**config.mk**
```make
export PLATFORM = sky130hd
export DESIGN_NAME = cfg_deferred_commit
export DESIGN_NICKNAME = d
export VERILOG_FILES = /design/src/rtl/cfg_stage_pkg.sv /design/src/rtl/cfg_shadow_bank.sv /design/src/rtl/cfg_commit_ctrl.sv /design/src/rtl/cfg_live_bank.sv /design/src/rtl/cfg_deferred_commit.sv
export SDC_FILE = /design/constraint.sdc
export NUM_CORES = 1
export LEC_CHECK = 0
export BUFFER_PORTS_ARGS = -buffer_cell sky130_fd_sc_hd__buf_4
export CAP_MARGIN = 15
export CORE_MARGIN = 2
export CORE_UTILIZATION = 55
export DETAILED_ROUTE_END_ITERATION = 6
export PLACE_DENSITY = 0.8
export SYNTH_ARGS = -nofsm -noshare
export SYNTH_HDL_FRONTEND = slang
export SYNTH_HIERARCHICAL = 1
export SYNTH_SLANG_ARGS = --single-unit
```
**constraint.sdc**
```tcl
create_clock -name clk -period 1.29 [get_ports clk]
set_input_delay 0.1935 -clock clk [delete_from_list [all_inputs] [get_ports clk]]
set_output_delay 0.1935 -clock clk [all_outputs]
set_load 0.005 [all_outputs]
```
**src/rtl/cfg_stage_pkg.sv**
```systemverilog
package cfg_stage_pkg;
  localparam int unsigned NFIELD = 5;

  typedef enum logic [2:0] {
    ADR_MODE  = 3'd0,
    ADR_PORT  = 3'd1,
    ADR_FMT   = 3'd2,
    ADR_DIVLO = 3'd3,
    ADR_DIVHI = 3'd4,
    ADR_CLK   = 3'd5
  } cfg_addr_e;

  // format byte bit positions
  localparam int unsigned FMT_LEN_LSB = 0;
  localparam int unsigned FMT_STOP2   = 2;
  localparam int unsigned FMT_PAREN   = 3;
  localparam int unsigned FMT_PARODD  = 4;
  localparam int unsigned FMT_BRK     = 5;
endpackage

```
**src/rtl/cfg_shadow_bank.sv**
```systemverilog
module cfg_shadow_bank #(
  parameter int unsigned DW = 8,
  parameter int unsigned NF = 5,
  parameter int unsigned AW = 3,
  parameter logic [NF*DW-1:0] RST_VALS = '0,
  parameter logic [NF*DW-1:0] FIELD_MASK = '1
) (
  input  logic             clk,
  input  logic             rst_n,
  input  logic             wr_en,
  input  logic [AW-1:0]    wr_addr,
  input  logic [DW-1:0]    wr_data,
  output logic [NF*DW-1:0] shadow_flat,
  output logic             staged_wr
);
  assign staged_wr = wr_en && (32'(wr_addr) < NF);

  for (genvar i = 0; i < NF; i++) begin : g_fld
    logic [DW-1:0] q;
    always_ff @(posedge clk) begin
      if (!rst_n)
        q <= RST_VALS[i*DW +: DW];
      else if (wr_en && (32'(wr_addr) == i))
        q <= wr_data & FIELD_MASK[i*DW +: DW];
    end
    assign shadow_flat[i*DW +: DW] = q;
  end
endmodule

```
**src/rtl/cfg_commit_ctrl.sv**
```systemverilog
module cfg_commit_ctrl (
  input  logic clk,
  input  logic rst_n,
  input  logic staged_wr,
  input  logic tx_idle,
  output logic pending,
  output logic commit
);
  logic pending_q;

  assign commit  = pending_q && tx_idle;
  assign pending = pending_q;

  always_ff @(posedge clk) begin
    if (!rst_n)
      pending_q <= 1'b0;
    else if (staged_wr)
      pending_q <= 1'b1;
    else if (commit)
      pending_q <= 1'b0;
  end
endmodule

```
**src/rtl/cfg_live_bank.sv**
```systemverilog
module cfg_live_bank #(
  parameter int unsigned DW = 8,
  parameter int unsigned NF = 5,
  parameter int unsigned HI_W = 2,
  parameter logic [NF*DW-1:0] RST_VALS = '0,
  parameter logic [DW-HI_W-1:0] CLK_LO_RST = '0,
  localparam int unsigned LO_W = DW - HI_W
) (
  input  logic             clk,
  input  logic             rst_n,
  input  logic             commit,
  input  logic [NF*DW-1:0] shadow_flat,
  input  logic             clk_lo_wr,
  input  logic [LO_W-1:0]  clk_lo_data,
  output logic [NF*DW-1:0] live_flat,
  output logic [DW-1:0]    clkctl
);
  logic [LO_W-1:0] clk_lo_q;

  for (genvar i = 0; i < NF; i++) begin : g_live
    logic [DW-1:0] q;
    always_ff @(posedge clk) begin
      if (!rst_n)
        q <= RST_VALS[i*DW +: DW];
      else if (commit)
        q <= shadow_flat[i*DW +: DW];
    end
    assign live_flat[i*DW +: DW] = q;
  end

  always_ff @(posedge clk) begin
    if (!rst_n)
      clk_lo_q <= CLK_LO_RST;
    else if (clk_lo_wr)
      clk_lo_q <= clk_lo_data;
  end

  // the last field carries the divisor high bits
  assign clkctl = {live_flat[(NF-1)*DW +: HI_W], clk_lo_q};
endmodule

```
**src/rtl/cfg_deferred_commit.sv**
```systemverilog
module cfg_deferred_commit
  import cfg_stage_pkg::*;
#(
  parameter int unsigned DW = 8,
  parameter int unsigned AW = 3,
  parameter int unsigned DIV_W = 10,
  parameter logic [DW-1:0] MODE_RST = 8'h00,
  parameter logic [DW-1:0] PORT_RST = 8'h16,
  parameter logic [DW-1:0] FMT_RST  = 8'h03,
  parameter logic [DIV_W-1:0] DIV_RST = 10'h00B,
  parameter logic [2*DW-DIV_W-1:0] CLK_LO_RST = '0
) (
  input  logic          clk,
  input  logic          rst_n,
  input  logic          wr_en,
  input  logic [AW-1:0] wr_addr,
  input  logic [DW-1:0] wr_data,
  input  logic [AW-1:0] rd_addr,
  output logic [DW-1:0] rd_data,
  input  logic          tx_idle,
  output logic          cfg_pending,
  output logic [DW-1:0] live_mode,
  output logic [DW-1:0] live_port,
  output logic [DW-1:0] live_fmt,
  output logic [DW-1:0] live_div_lo,
  output logic [DW-1:0] live_clkctl,
  output logic [3:0]    char_bits,
  output logic          two_stop,
  output logic          parity_en,
  output logic          parity_odd,
  output logic          tx_break
);
  localparam int unsigned HI_W = DIV_W - DW;
  localparam int unsigned LO_W = DW - HI_W;
  localparam logic [DW-1:0] HI_MASK = {{LO_W{1'b0}}, {HI_W{1'b1}}};
  localparam logic [DW-1:0] HI_RST  = {{LO_W{1'b0}}, DIV_RST[DIV_W-1:DW]};
  localparam logic [NFIELD*DW-1:0] RST_VALS =
    {HI_RST, DIV_RST[DW-1:0], FMT_RST, PORT_RST, MODE_RST};
  localparam logic [NFIELD*DW-1:0] FIELD_MASK =
    {HI_MASK, {(NFIELD-1)*DW{1'b1}}};

  logic [NFIELD*DW-1:0] shadow_flat;
  logic [NFIELD*DW-1:0] live_flat;
  logic                 staged_wr;
  logic                 commit;
  logic                 clk_lo_wr;

  assign clk_lo_wr = wr_en && (wr_addr == AW'(ADR_CLK));

  cfg_shadow_bank #(
    .DW(DW), .NF(NFIELD), .AW(AW), .RST_VALS(RST_VALS), .FIELD_MASK(FIELD_MASK)
  ) u_shadow (
    .clk(clk), .rst_n(rst_n), .wr_en(wr_en), .wr_addr(wr_addr),
    .wr_data(wr_data), .shadow_flat(shadow_flat), .staged_wr(staged_wr)
  );

  cfg_commit_ctrl u_ctrl (
    .clk(clk), .rst_n(rst_n), .staged_wr(staged_wr), .tx_idle(tx_idle),
    .pending(cfg_pending), .commit(commit)
  );

  cfg_live_bank #(
    .DW(DW), .NF(NFIELD), .HI_W(HI_W), .RST_VALS(RST_VALS), .CLK_LO_RST(CLK_LO_RST)
  ) u_live (
    .clk(clk), .rst_n(rst_n), .commit(commit), .shadow_flat(shadow_flat),
    .clk_lo_wr(clk_lo_wr), .clk_lo_data(wr_data[LO_W-1:0]),
    .live_flat(live_flat), .clkctl(live_clkctl)
  );

  assign live_mode   = live_flat[ADR_MODE*DW  +: DW];
  assign live_port   = live_flat[ADR_PORT*DW  +: DW];
  assign live_fmt    = live_flat[ADR_FMT*DW   +: DW];
  assign live_div_lo = live_flat[ADR_DIVLO*DW +: DW];

  assign char_bits  = 4'd5 + {2'b00, live_fmt[FMT_LEN_LSB +: 2]};
  assign two_stop   = live_fmt[FMT_STOP2];
  assign parity_en  = live_fmt[FMT_PAREN];
  assign parity_odd = live_fmt[FMT_PARODD];
  assign tx_break   = live_fmt[FMT_BRK];

  always_comb begin
    rd_data = '0;
    if (32'(rd_addr) < NFIELD)
      rd_data = shadow_flat[32'(rd_addr)*DW +: DW];
    else if (rd_addr == AW'(ADR_CLK))
      rd_data = live_clkctl;
  end
endmodule

```
==> impl_metrics.yaml <==
status:
  status: "complete, but fails checks"
  failed_checks: "setup timing"
synth:
  syn_area_mm2: 0.00352
  yosysWarnings: 6
  syn_inst: 331
  post_synth.cell_area_avg_um2: 10.6
worst_setup_path:
  worst_ep_required_time_ps: 1100
  start_kind: "register"
  critPathKind: "register to output pin"
  worst-r2r-cell-count: 4
  r2r-start: "u_ctrl/pending$_SDFFE_PN0P_"
  r2r_setup_slack_ps: 20
  cp_max_fo: 2
  cp-endpoint: "rd_data[0]"
  cp.arrival_ps: 1320
  slowest_stage: "dfxtp_2"
  crit_family: "flip-flops"
  cp-end-kind: "output pin"
  cp_cell_sequence: "mux2i_2, or3_4, o221ai_2, buf_4"
  worst-path-buf-inv: 1
  slowest_delay_ps: 340
  cp.depth: 4
  reg2reg_to: "u_live/g_live[2].q[7]$_SDFFE_PN0P_"
  startpoint: "u_shadow/g_fld[0].q[0]$_SDFFE_PN0P_"
layout:
  final_cells: 509
  drive_gt1_share_pct: 37.5
  nets: 446
  synthToLayoutAreaGrowth_pct: 27.1
  diodes: 0
  post-route-util_pct: 71.3
  fill_cells: 480
routing:
  vias_per_cell: 5.28
  drc: 0
  wl_per_cell_um: 16.1
  drt-initial-drc-count: 148
  drtAntennaViolNets: 0
  num_vias: 2690
  routed_wirelength_um: 8190
  first_pass_iters: 4
clock_network:
  cts_buffers: 9
  cts_buffer_depth: 2
  clk_latency_ps: 350
  cts_tree: "done"
  clk_pin_slew_ps: 80
  clock-sinks: 75
  cts-root-buf: "clkbuf_8"
  h-tree-depth: 3
min_path:
  worstHoldPathType: "primary input to register"
grt:
  grt_overflow_total: 0
  grt_pass1_wl_um: 13400
  grt_usage_pct: 24.0
  antenna_found_initial: 0
  first_global_vias: 2690
  grt_max_degree: 35
power:
  p_sw_mw: 1.11
  combPwrFrac_pct: 10.8
  sw_frac_of_total_pct: 25.0
  power_frac_clock_pct: 35.9
  p_total_mw: 4.45
  p_per_area_mw_per_mm2: 995
  p_leak_nw: 1.92
  irDropWorstVdd_v: 0.000867
  power_frac_seq_pct: 53.3
  p_int_mw: 3.34
timing:
  fmax_mhz: 661
  fin_crit_ps: 1510
  rsz0062_at_grt: "true"
  fin_ws_ps: -223
  whs_ps: 120
  timing_hold_violations_final: 0
  post-route-period-util_pct: 117
  drv_slew: 0
  fin_skew_ps: 9.78
  setup_viol: 8
place:
  port_buffers: 74
  place_hpwl_um: 5620
  dp_cells: 475
  globalplace.congestion: 0.844
floorplan:
  core_area_mm2: 0.00628
  die_h_um: 84.0
  start_util_pct: 56.1
  row_count: 29
  die_w_um: 84.0
  die_area_mm2: 0.00706
  ios: 75
job:
  maxCapViolCount: 0
-- placed cells by master (no fill, tap or decap) --
master	count
and2_2	2
and4b_1	2
and4bb_2	3
buf_12	3
buf_4	112
clkbuf_1	1
clkbuf_8	10
clkinv_2	4
clkinv_4	1
conb_1	6
dfxtp_1	57
dfxtp_2	18
ha_4	1
inv_1	2
mux2i_1	97
mux2i_2	1
nand2_1	42
nand2b_1	2
nand4b_1	1
nand4bb_1	2
nor2b_1	46
nor4b_2	1
o21a_1	1
o21ai_0	1
o221ai_1	3
o221ai_2	5
or3_1	7
or3_4	1
-- power groups by stage --
stage / Sequential (mW) / Combinational [mW] / Clock, mW
after global routing: 2.38 / 0.511 / 1.73
final: 2.37 / 0.479 / 1.60
after detailed placement: 2.43 / 0.441 / 0
after floorplan: 2.42 / 0.296 / 0
after CTS: 2.37 / 0.470 / 1.63
after global placement: 2.43 / 0.433 / 0
-- flip-flops by register name (all words and copies together), names as in the netlist --
name and cells:
u_live/g_live.q 34, u_live/clk_lo_q 6, u_shadow/g_fld.q 34, u_ctrl/pending 1
-- timing repair --
action / 4_1_cts / 5_1_grt
hold buffers: 0 / 0
cloned: 0 / 0
gates resized for setup: 23 / 3
buffers inserted: 17 / 1
setup endpoints to repair: 10 / 8
-- metrics by stage --
stage,instance area (um^2),setup TNS (ps),setup slack [ps]
floorplan,3540,0,168
global placement,4100,-135,-62.6
detailed placement,4100,-317,-88.7
CTS,4450,-1650,-221
global route,4480,-2010,-266
finish,4480,-1580,-223
-- layout make-up --
type                    instances  area (um^2)  share of cell area (%)
multi-input cells             224         1780                    39.7
inverters                       2         7.51                   0.168
clock inverters                 5         28.8                   0.643
well taps                      77         96.3                    2.15
clock buffers                  11          141                    3.16
flip-flops and latches         75         1520                    34.0
repair buffers                115          901                    20.1
-- per-layer routing --
layer	share of wire, %	up-vias	GRT usage [%]
li1	-	1314	-
met1	44	1288	29.1
met2	50	72	41.0
met3	3.8	16	4.25
met4	2.3	0	11.3
met5	0	-	0
-- worst register-to-register path, cell delays in order, from the launching register on --
cell     delay [ps]
dfxtp_1         330
and2_2          170
buf_12          250
mux2i_1         330
nor2b_1          90
-- worst min path at each step --
stage	start	endpoint	cells after the start
after floorplan	rst_n	u_ctrl/pending$_SDFFE_PN0P_	1
after global placement	u_live/g_live[1].q[1]$_SDFFE_PN1P_	u_live/g_live[1].q[1]$_SDFFE_PN1P_	2
after detailed placement	u_live/g_live[3].q[1]$_SDFFE_PN1P_	u_live/g_live[3].q[1]$_SDFFE_PN1P_	2
after CTS	wr_data[5]	u_live/clk_lo_q[5]$_SDFFE_PN0P_	3
after global routing	wr_data[0]	u_shadow/g_fld[2].q[0]$_SDFFE_PN1P_	3
final	wr_data[3]	u_live/clk_lo_q[3]$_SDFFE_PN0P_	3
No activity file was read; power rests on OpenSTA's default activity.
